## src/rtl/fuse_pkg.sv

```systemverilog
// Shared constants and the fuse content function for the readout controller.
// Assumes 32-bit data and a byte-addressed register space.
package fuse_pkg;
    localparam int unsigned CTRL_ADDR  = 32'h040;
    localparam int unsigned RES_ADDR   = 32'h060;
    localparam int unsigned WIN_BASE   = 32'h200;
    localparam logic [7:0]  UNLOCK_KEY = 8'hAC;
    localparam int unsigned OFF_LSB    = 16;
    localparam int unsigned OFF_W      = 9;
    localparam int unsigned KEY_LSB    = 8;
    localparam int unsigned GO_BIT     = 1;
    localparam logic [31:0] MIX_CONST  = 32'h9E37_79B1;

    // Content of fuse word idx for a given seed.
    function automatic logic [31:0] fuse_word(input logic [31:0] seed, input int unsigned idx);
        logic [31:0] prod;
        prod = idx * MIX_CONST;
        return seed ^ prod;
    endfunction
endpackage

```

## src/rtl/fuse_rom.sv

```systemverilog
// Parameter-initialised model of the fuse array with two asynchronous read ports:
// port A feeds the command sequencer, port B feeds the direct window.
// Assumes WORDS is a power of two and matches 2**IDX_W.
module fuse_rom #(
    parameter int unsigned WORDS = 64,
    parameter int unsigned IDX_W = 6,
    parameter logic [31:0] SEED  = 32'h5A3C_0F12
) (
    input  logic [IDX_W-1:0] idx_a,
    input  logic [IDX_W-1:0] idx_b,
    output logic [31:0]      data_a,
    output logic [31:0]      data_b
);
    logic [31:0] cells [WORDS];

    // Fill each cell from the content function.
    generate
        for (genvar gi = 0; gi < WORDS; gi++) begin : g_cell
            assign cells[gi] = fuse_pkg::fuse_word(SEED, gi);
        end
    endgenerate

    // Port A lookup for the sequencer.
    assign data_a = cells[idx_a];
    // Port B lookup for the window.
    assign data_b = cells[idx_b];
endmodule

```

## src/rtl/fuse_seq.sv

```systemverilog
// Command sequencer: accepts a keyed start while idle, latches the offset,
// waits LATENCY cycles, then loads the result and drops busy in the same edge.
// Offsets with bit 8 set lie outside the fuse region and give a zero result.
// Assumes LATENCY >= 1.
module fuse_seq #(
    parameter int unsigned LATENCY = 8,
    parameter int unsigned OFF_W   = 9,
    parameter int unsigned IDX_W   = 6
) (
    input  logic             clk,
    input  logic             rst_n,
    input  logic             start_req,
    input  logic [OFF_W-1:0] req_off,
    input  logic [31:0]      rom_data,
    output logic [IDX_W-1:0] rom_idx,
    output logic             busy,
    output logic [OFF_W-1:0] lat_off,
    output logic [31:0]      result
);
    localparam int unsigned CNT_W = $clog2(LATENCY + 1);
    localparam logic [CNT_W-1:0] CNT_LOAD = CNT_W'(LATENCY - 1);

    logic [CNT_W-1:0] cnt;
    logic             out_of_range;
    logic             unused_off;

    assign out_of_range = lat_off[OFF_W-1];
    assign rom_idx      = lat_off[IDX_W+1:2];
    assign unused_off   = ^lat_off[1:0];

    // Busy flag, latency countdown, latched offset and result register.
    always_ff @(posedge clk) begin
        if (!rst_n) begin
            busy    <= 1'b0;
            cnt     <= '0;
            lat_off <= '0;
            result  <= '0;
        end else if (!busy) begin
            if (start_req) begin
                busy    <= 1'b1;
                cnt     <= CNT_LOAD;
                lat_off <= req_off;
            end
        end else if (cnt == '0) begin
            busy   <= 1'b0;
            result <= out_of_range ? 32'h0 : rom_data;
        end else begin
            cnt <= cnt - 1'b1;
        end
    end
endmodule

```

## src/rtl/fuse_regs.sv

```systemverilog
// Register slave: decodes writes to the control word, holds its offset and key
// fields, raises a start request for keyed start writes, and muxes read data
// for the control word, result register and direct window.
// Assumes a single-word APB-like transfer; writes take effect on psel&penable&pwrite.
module fuse_regs #(
    parameter int unsigned ADDR_W = 12,
    parameter int unsigned OFF_W  = 9,
    parameter int unsigned IDX_W  = 6
) (
    input  logic              clk,
    input  logic              rst_n,
    input  logic              psel,
    input  logic              penable,
    input  logic              pwrite,
    input  logic [ADDR_W-1:0] paddr,
    input  logic [31:0]       pwdata,
    input  logic              busy,
    input  logic [31:0]       result,
    input  logic [31:0]       win_data,
    output logic [IDX_W-1:0]  win_idx,
    output logic              start_req,
    output logic [OFF_W-1:0]  req_off,
    output logic [31:0]       prdata
);
    import fuse_pkg::*;

    localparam logic [ADDR_W-1:0] A_CTRL = ADDR_W'(CTRL_ADDR);
    localparam logic [ADDR_W-1:0] A_RES  = ADDR_W'(RES_ADDR);
    localparam logic [ADDR_W-1:0] A_WIN  = ADDR_W'(WIN_BASE);

    logic [OFF_W-1:0]  off_q;
    logic [7:0]        key_q;
    logic              ctrl_wr;
    logic [7:0]        wr_key;
    logic [ADDR_W-1:0] win_rel;
    logic              win_hit;
    logic [31:0]       ctrl_view;
    logic              unused_bits;

    assign ctrl_wr   = psel && penable && pwrite && (paddr == A_CTRL);
    assign wr_key    = pwdata[KEY_LSB +: 8];
    assign req_off   = pwdata[OFF_LSB +: OFF_W];
    assign start_req = ctrl_wr && pwdata[GO_BIT] && (wr_key == UNLOCK_KEY);

    assign win_rel = paddr - A_WIN;
    assign win_hit = (paddr >= A_WIN) && (win_rel[ADDR_W-1:IDX_W+2] == '0);
    assign win_idx = win_rel[IDX_W+1:2];

    assign unused_bits = ^{pwdata[31:OFF_LSB+OFF_W], pwdata[KEY_LSB-1:GO_BIT+1],
                           pwdata[0], win_rel[1:0]};

    // Offset and key fields always follow the last control write.
    always_ff @(posedge clk) begin
        if (!rst_n) begin
            off_q <= '0;
            key_q <= '0;
        end else if (ctrl_wr) begin
            off_q <= req_off;
            key_q <= wr_key;
        end
    end

    // Assemble the control word view: fields plus the live busy flag.
    always_comb begin
        ctrl_view = '0;
        ctrl_view[OFF_LSB +: OFF_W] = off_q;
        ctrl_view[KEY_LSB +: 8]     = key_q;
        ctrl_view[GO_BIT]           = busy;
    end

    // Read data mux; unmapped addresses read zero.
    always_comb begin
        if (paddr == A_CTRL) begin
            prdata = ctrl_view;
        end else if (paddr == A_RES) begin
            prdata = result;
        end else if (win_hit) begin
            prdata = win_data;
        end else begin
            prdata = '0;
        end
    end
endmodule

```

## src/rtl/fuse_readout_ctrl.sv

```systemverilog
// Top of the fuse readout controller: register slave, command sequencer and
// fuse array model. Reads go through the command/result pair or the window.
// Assumes ADDR_W >= 10 so the window base is addressable.
module fuse_readout_ctrl #(
    parameter int unsigned ADDR_W  = 12,
    parameter int unsigned LATENCY = 8,
    parameter int unsigned WORDS   = 64,
    parameter logic [31:0] SEED    = 32'h5A3C_0F12
) (
    input  logic              clk,
    input  logic              rst_n,
    input  logic              psel,
    input  logic              penable,
    input  logic              pwrite,
    input  logic [ADDR_W-1:0] paddr,
    input  logic [31:0]       pwdata,
    output logic [31:0]       prdata
);
    localparam int unsigned IDX_W = $clog2(WORDS);
    localparam int unsigned OFF_W = fuse_pkg::OFF_W;

    logic             start_req;
    logic [OFF_W-1:0] req_off;
    logic             busy;
    logic [OFF_W-1:0] lat_off;
    logic [31:0]      result;
    logic [IDX_W-1:0] rom_idx;
    logic [IDX_W-1:0] win_idx;
    logic [31:0]      rom_data;
    logic [31:0]      win_data;

    fuse_regs #(.ADDR_W(ADDR_W), .OFF_W(OFF_W), .IDX_W(IDX_W)) u_regs (
        .clk(clk), .rst_n(rst_n), .psel(psel), .penable(penable), .pwrite(pwrite),
        .paddr(paddr), .pwdata(pwdata), .busy(busy), .result(result),
        .win_data(win_data), .win_idx(win_idx), .start_req(start_req),
        .req_off(req_off), .prdata(prdata)
    );

    fuse_seq #(.LATENCY(LATENCY), .OFF_W(OFF_W), .IDX_W(IDX_W)) u_seq (
        .clk(clk), .rst_n(rst_n), .start_req(start_req), .req_off(req_off),
        .rom_data(rom_data), .rom_idx(rom_idx), .busy(busy), .lat_off(lat_off),
        .result(result)
    );

    fuse_rom #(.WORDS(WORDS), .IDX_W(IDX_W), .SEED(SEED)) u_rom (
        .idx_a(rom_idx), .idx_b(win_idx), .data_a(rom_data), .data_b(win_data)
    );
endmodule

```

## config.mk

```make
export PLATFORM = sky130hd
export DESIGN_NAME = fuse_readout_ctrl
export DESIGN_NICKNAME = d
export VERILOG_FILES = /design/src/rtl/fuse_pkg.sv /design/src/rtl/fuse_rom.sv /design/src/rtl/fuse_seq.sv /design/src/rtl/fuse_regs.sv /design/src/rtl/fuse_readout_ctrl.sv
export SDC_FILE = /design/constraint.sdc
export NUM_CORES = 1
export LEC_CHECK = 0
export ABC_AREA = 1
export BUFFER_PORTS_ARGS = -buffer_cell sky130_fd_sc_hd__buf_4
export CAP_MARGIN = 5
export CORE_ASPECT_RATIO = 1.75
export CORE_UTILIZATION = 40
export DETAILED_ROUTE_END_ITERATION = 10
export GPL_TIMING_DRIVEN = 0
export PLACE_DENSITY_LB_ADDON = 0.2
export SLEW_MARGIN = 10
export SYNTH_ARGS = -nofsm -noshare
export SYNTH_HDL_FRONTEND = slang
export SYNTH_HIERARCHICAL = 1
export SYNTH_SLANG_ARGS = --single-unit
export TNS_END_PERCENT = 20
```

## constraint.sdc

```tcl
create_clock -name clk -period 2.15 [get_ports clk]
set_input_delay 0.1075 -clock clk [delete_from_list [all_inputs] [get_ports clk]]
set_output_delay 0.1075 -clock clk [all_outputs]
set_load 0.02 [all_outputs]
```

==> results by group, run 1 <==
Timing
  • Tmin final: 2.21 ns
  • Final worst setup slack: -0.0579 ns
  • Final hold vios: 0
  • Fmax: approximately 450 MHz
  • Final TNS setup: -0.0599 ns
  • Min Hold Slack: about 0.013 ns
  • Final setup viols: 2
  • RSZ-0062 raised after global routing: true
  • Fin. max-slew vios: 0
  • Worst-margin pin slew: approximately 0.74 ns
  • Max-slew headroom: 0.504
  • Final period utilization: 1.03
  • Final setup skew: about 0.0064 ns

Placed design
  • GPL Wtd Cong: 1.13
  • Placed Instances: roughly 1700
  • Number of buffers added on ports: 66
  • Post-detail-place hpwl: roughly 28000 um
  • Pre-CTS setup slack: -0.625 ns

Setup path
  • CP endpoint kind: output port
  • Crit path launch: paddr[3]
  • Worst Path Required: ~2.0 ns
  • Critical path fanouts, max: 9
  • Crit Path Category: input pin to output port
  • Cell count of the worst reg-to-reg path: 12
  • Arrival @ worst endpoint: 2.10 ns
  • Crit start category: input pin
  • Worst reg2reg path startpoint: u_seq/lat_off[4]$_SDFFE_PN0P_

CTS
  • # H-tree levels: 3
  • Root Buffer: clkbuf_16
  • Clock Latency Late Sink: around 0.34 ns
  • CTS Sinks: 61
  • CTS Buffer Depth: 2
  • Clock slew at reported path FFs: about 0.060 ns
  • CTS Buf Count: 9
  • CTS tree: built

Routing
  • Pre-antenna DRT Iters: 6
  • DRT antenna net count: 0
  • Mean routed wirelength per cell: approximately 21 um
  • Vias per inst: 5.62
  • Drt drc: 0
  • Vias post-DR: 9767
  • First-iteration detailed-routing DRC count: ~900
  • Drt total wl: approximately 36000 um

Status
  • Outcome: complete, but fails checks
  • Failing checks: negative setup slack

Power
  • Pwr dens: approximately 370 mW/mm^2
  • VDD IR-drop max: between 0.3 and 0.4 mV
  • Overall Power: between 3 and 4 mW
  • Static Leak: between 4 and 5 nW

Die
  • Chip width: between 100 and 150 um
  • # IOs: 81
  • Die ar.: 0.0197 sq mm
  • Core area: ~0.019 sq mm
  • Chip height: about 190 um
  • Site Rows: 66
  • Initial Util: 0.411

Final layout
  • Non-filler cells, final: 1739
  • Area Overhead vs Synth: 20.2%
  • Nets: 1576
  • Fillers: between 2000 and 2500
  • Share of cells above drive strength 1: 0.197
  • Antenna diode count: 0
  • Register area: between 0.001 and 0.0015 sq mm
  • Area of the multi-input gates: about 0.0054 sq mm

Global route
  • All-Layer GR Usage: 0.364
  • Congestion Overflow GR: 0
  • First-pass GRT wire length: about 54000 um
  • Initial antenna violation count: 0
  • Number of global-route vias before repair: around 9400
  • Largest net degree at the start of global routing: 14

Yosys
  • Synthesized netlist cell count: between 1000 and 1500
  • Mapped cell area: 0.00767 sq mm
  • Post-synth net total: 1478
  • Mean Syn Cell Area: 5.48 sq um
  • Syn. warnings: 6

Flow run
  • Maxcap violations: 0

Hold path
  • Hold Crit Start: pwdata[9]
  • HP Class: input pin to flop
  • Worst hold path depth: 3
[through the flow]
| step | util | area [sq um] |
|---|---|---|
| final | 0.494 | 9220 |
| after global routing | 0.494 | 9220 |
| after CTS | 0.479 | 8940 |
| after detailed placement | 0.453 | 8460 |
| after global placement | 0.453 | 8460 |
| after floorplan | - | 7670 |
[path summary, 6_finish.rpt]
kind	endpoint	slack (ns)
setup / recovery	prdata[18]	-0.06
hold / removal	u_regs/key_q[1]$_SDFFE_PN0P_	0.01
setup reg to reg	u_seq/result[16]$_SDFFE_PN0P_	0.08
hold reg to reg	u_regs/key_q[5]$_SDFFE_PN0P_	0.47
[critical path, cell delays in order]
cell and delay [ns]:
buf_12 0.10, clkbuf_16 0.14, clkinvlp_4 0.11, buf_4 0.20, ha_1 0.25, o21ai_0 0.39
nand3_1 0.13, o21a_1 0.17, nand2_1 0.12, o211ai_1 0.16, buf_4 0.20
[layout by cell type, fill, tap and decap left out, types with 8 or more instances in the layout]
master       n
o211ai_2     9
nand2_2     22
nor2_1      83
buf_6       15
dfxtp_1     59
nor2_2       8
nand4_1      9
o21ai_0     50
ha_1        27
clkbuf_1    18
inv_1      130
a21oi_1     71
buf_2       36
o211ai_1    14
buf_4      110
nand3_1    234
nor3_2      29
clkbuf_16   11
nand2_1    476
[final cells by class]
| type | instances | share of cell area |
|---|---|---|
| clock buffers | 9 | 0.0244 |
| well taps | 238 | 0.0323 |
| multi-input cells | 1078 | 0.584 |
| plain buffers | 110 | 0.0762 |
| inverters | 146 | 0.0622 |
| flip-flops and latches | 61 | 0.133 |
| repair buffers | 90 | 0.0796 |
| clock inverters | 7 | 0.00801 |
[power breakdown]
group	switching, mW	internal, mW
clock	0.569	0.900
sequential	0.00000477	1.13
combinational	0.559	0.296
total	1.13	2.33
[routing by layer]
metal	track usage	part of all wire
met1	0.328	0.32
met3	0.0464	0.054
met4	0.312	0.11
met5	0	0
met2	0.699	0.52
[what timing repair did]
action	CTS	global route
hold buffers	3	0
resized for setup	32	55
endpoints found under the hold margin	3	0
endpoints found under the setup margin	47	47
setup buffers	9	11
cloned	0	1
pin swaps	3	11
[registers in the layout, summed over array words and instances (netlist names)]
| signal | flops |
|---|---|
| u_seq/result | 32 |
| u_seq/lat_off | 7 |
| u_seq/busy | 1 |
| u_regs/key_q | 8 |
| u_seq/cnt | 4 |
| u_regs/off_q | 9 |
Power figures use the tool's default switching activity.
==> inputs of run 2 (changes only) <==
- PLACE_DENSITY_LB_ADDON: 0.2 -> 0.05
==> run 2 against run 1 <==
The run still ends with negative setup slack left. Global-route usage increased by 0.15 points. Non-clock buffer count decreased by 10. Register-to-register slack is essentially flat. Sequential power is essentially flat. Clock power shrank 5%. Critical path depth is 1 lower. Routed wire length fell by 0.39%. Sequential share of layout area barely moved. Die area is the same.
==> results by group, run 2 (synthesis gave the netlist of run 1 again) <==
Power
  • Static Leak: 4.59 nW (was 4.66 nW)
  • Pwr dens: 366 mW/mm^2 (was 375 mW/mm^2)
  • VDD IR-drop max: 0.349 mV (was 0.337 mV)

Setup path
  • Arrival @ worst endpoint: 2.12 ns (was 2.10 ns)
  • CP endpoint kind: output port (unchanged)
  • Worst reg2reg path startpoint: u_seq/lat_off[6]$_SDFFE_PN0P_ (was u_seq/lat_off[4]$_SDFFE_PN0P_)
  • Critical path fanouts, max: 10 (was 9)
  • R2R Setup Slk: 0.07 ns (was 0.08 ns)
  • Cell count of the worst reg-to-reg path: 8 (was 12)
  • Crit Path Category: input pin to output port (unchanged)
  • End of the worst register-to-register path: u_seq/result[8]$_SDFFE_PN0P_ (was u_seq/result[16]$_SDFFE_PN0P_)
  • Crit path launch: paddr[6] (was paddr[3])
  • Crit start category: input pin (unchanged)
  • CP endpoint: prdata[20] (was prdata[18])
  • Worst Path Required: 2.04 ns (about the same)

Final layout
  • Fillers: 2124 (was 2144)
  • Share of cells above drive strength 1: 0.195 (was 0.197)
  • Area Overhead vs Synth: 19.8% (was 20.2%)
  • Max reg flops: 32 (unchanged)
  • Leading cell type in the layout, fill and taps excluded: nand2_1 (unchanged)
  • Register with the most flip-flops: u_seq/result (unchanged)
  • Area of the multi-input gates: 0.00546 sq mm (was 0.00538 sq mm)
  • Leading registers by flop count: u_seq/result x32, u_regs/off_q x9, u_regs/key_q x8 (unchanged)
  • Register area: 0.00122 sq mm (was 0.00123 sq mm)
  • Nets: 1566 (was 1576)
  • Most frequent cells in the layout: nand2_1, nand3_1, inv_1 (unchanged)
  • Antenna diode count: 0 (unchanged)
  • Util after Layout: 0.492 (was 0.494)

Global route
  • Initial antenna violation count: 0 (unchanged)
  • First-pass GRT wire length: 53500 um (was 53600 um)
  • All-Layer GR Usage: 0.365 (was 0.364)
  • Number of global-route vias before repair: 9237 (was 9430)
  • Congestion Overflow GR: 0 (unchanged)
  • Largest net degree at the start of global routing: 14 (unchanged)

Timing
  • Worst-margin pin slew: 0.771 ns (was 0.743 ns)
  • RSZ-0062 raised after global routing: true (unchanged)
  • Final worst setup slack: -0.0783 ns (was -0.0579 ns)
  • Final TNS setup: -0.109 ns (was -0.0599 ns)
  • Max-slew headroom: 0.486 (was 0.504)
  • Fmax: 449 MHz (was 453 MHz)
  • Final period utilization: 1.04 (was 1.03)
  • Fin. max-slew vios: 0 (unchanged)
  • Final hold vios: 0 (unchanged)
  • Final setup skew: 0.00878 ns (was 0.00639 ns)
  • Final setup viols: 3 (was 2)
  • Tmin final: 2.23 ns (was 2.21 ns)

Die
  • Site Rows: 66 (unchanged)
  • Chip width: 107 um (unchanged)
  • Core area: 0.0187 sq mm (unchanged)
  • # IOs: 81 (unchanged)
  • Chip height: 185 um (unchanged)
  • Die ar.: 0.0197 sq mm (unchanged)
  • Initial Util: 0.411 (unchanged)

Status
  • Failing checks: negative setup slack (unchanged)
  • Outcome: complete, but fails checks (unchanged)

CTS
  • Clock slew at reported path FFs: 0.06 ns (about the same)
  • Root Buffer: clkbuf_16 (unchanged)
  • CTS Buf Count: 9 (unchanged)
  • Clock Latency Late Sink: 0.34 ns (about the same)
  • CTS tree: built (unchanged)
  • # H-tree levels: 3 (unchanged)
  • CTS Sinks: 61 (unchanged)
  • CTS Buffer Depth: 2 (unchanged)

Routing
  • Mean routed wirelength per cell: 20.7 um (about the same)
  • Vias post-DR: 9697 (was 9767)
  • DRT antenna net count: 0 (unchanged)
  • Vias per inst: 5.61 (was 5.62)
  • Drt drc: 0 (unchanged)
  • Drt total wl: 35800 um (was 35900 um)
  • Pre-antenna DRT Iters: 8 (was 6)
  • First-iteration detailed-routing DRC count: 904 (was 897)

Placed design
  • Post-detail-place hpwl: 28100 um (was 28400 um)
  • GPL Wtd Cong: 1.12 (was 1.13)
  • Pre-CTS setup slack: -0.534 ns (was -0.625 ns)
  • Number of buffers added on ports: 66 (unchanged)

Flow run
  • Maxcap violations: 0 (unchanged)

Hold path
  • HP Class: input pin to flop (unchanged)
-- run 2: changes by cell type in the layout (fill, tap and decap cells not counted), moves of 3 or more --
cell,change
o21ai_0,-3
o21ai_1,+4
nor2_2,-4
buf_4,-6
nand2_4,-3
ha_1,-3
nand2_8,+4
-- run 2: repair_timing --
item                                   4_1_cts  5_1_grt
pin swaps                                    3       10
buffers inserted                             6        7
endpoints found under the hold margin        1        0
resized for setup                           43       65
hold buffers                                 1        0
setup endpoints to repair                   48       46
cloned                                       0        0
-- run 2: worst max-delay path: stages --
cell and delay (ns):
buf_4 0.08, buf_4 0.09, clkinv_1 0.30, clkbuf_1 0.46, a21oi_1 0.24, a21oi_1 0.09
nor2_1 0.23, nand2_1 0.11, o211ai_1 0.19, buf_4 0.21
-- run 2: cell type report --
type / count / share of cell area
multi-input cells: 1078 / 0.595
clock buffers: 11 / 0.0275
clock inverters: 5 / 0.00368
repair buffers: 80 / 0.0669
inverters: 146 / 0.0627
flip-flops and latches: 61 / 0.133
plain buffers: 110 / 0.0790
well taps: 238 / 0.0324
-- run 2: worst min-delay path by stage --
stage / from / end / slack, ns / depth (start not counted)
3_5_place_dp: pwdata[23] / u_regs/off_q[7]$_SDFFE_PN0P_ / 0.35 / 3
6_report: pwdata[23] / u_regs/off_q[7]$_SDFFE_PN0P_ / 0.007 / 3
4_1_cts: pwdata[23] / u_regs/off_q[7]$_SDFFE_PN0P_ / 0.001 / 3
3_3_place_gp: pwdata[18] / u_regs/off_q[2]$_SDFFE_PN0P_ / 0.35 / 3
5_1_grt: pwdata[23] / u_regs/off_q[7]$_SDFFE_PN0P_ / 0.01 / 3
2_1_floorplan: pwdata[9] / u_regs/key_q[1]$_SDFFE_PN0P_ / 0.24 / 2
-- run 2: through the flow --
stage	instance area (sq um)	instances	hold WS, ns	power, mW
after floorplan	7670	1398	0.242	1.64
after global placement	8460	1702	0.348	1.92
after detailed placement	8460	1702	0.353	1.91
after CTS	8940	1724	0.00129	3.34
after global routing	9190	1729	0.0120	3.48
final	9190	1729	0.00700	3.36
-- run 2: layer usage --
layer  part of all wire  global-route usage
met2               0.52               0.673
met4              0.094               0.308
met5                  0                   0
met3              0.060              0.0500
met1               0.33               0.353
-- run 2: power breakdown --
| part | internal, mW | total [mW] | switching (mW) |
|---|---|---|---|
| sequential | 1.13 | 1.13 | 0.00000451 |
| combinational | 0.277 | 0.829 | 0.552 |
| clock | 0.842 | 1.40 | 0.560 |
| total | 2.25 | 3.36 | 1.11 |
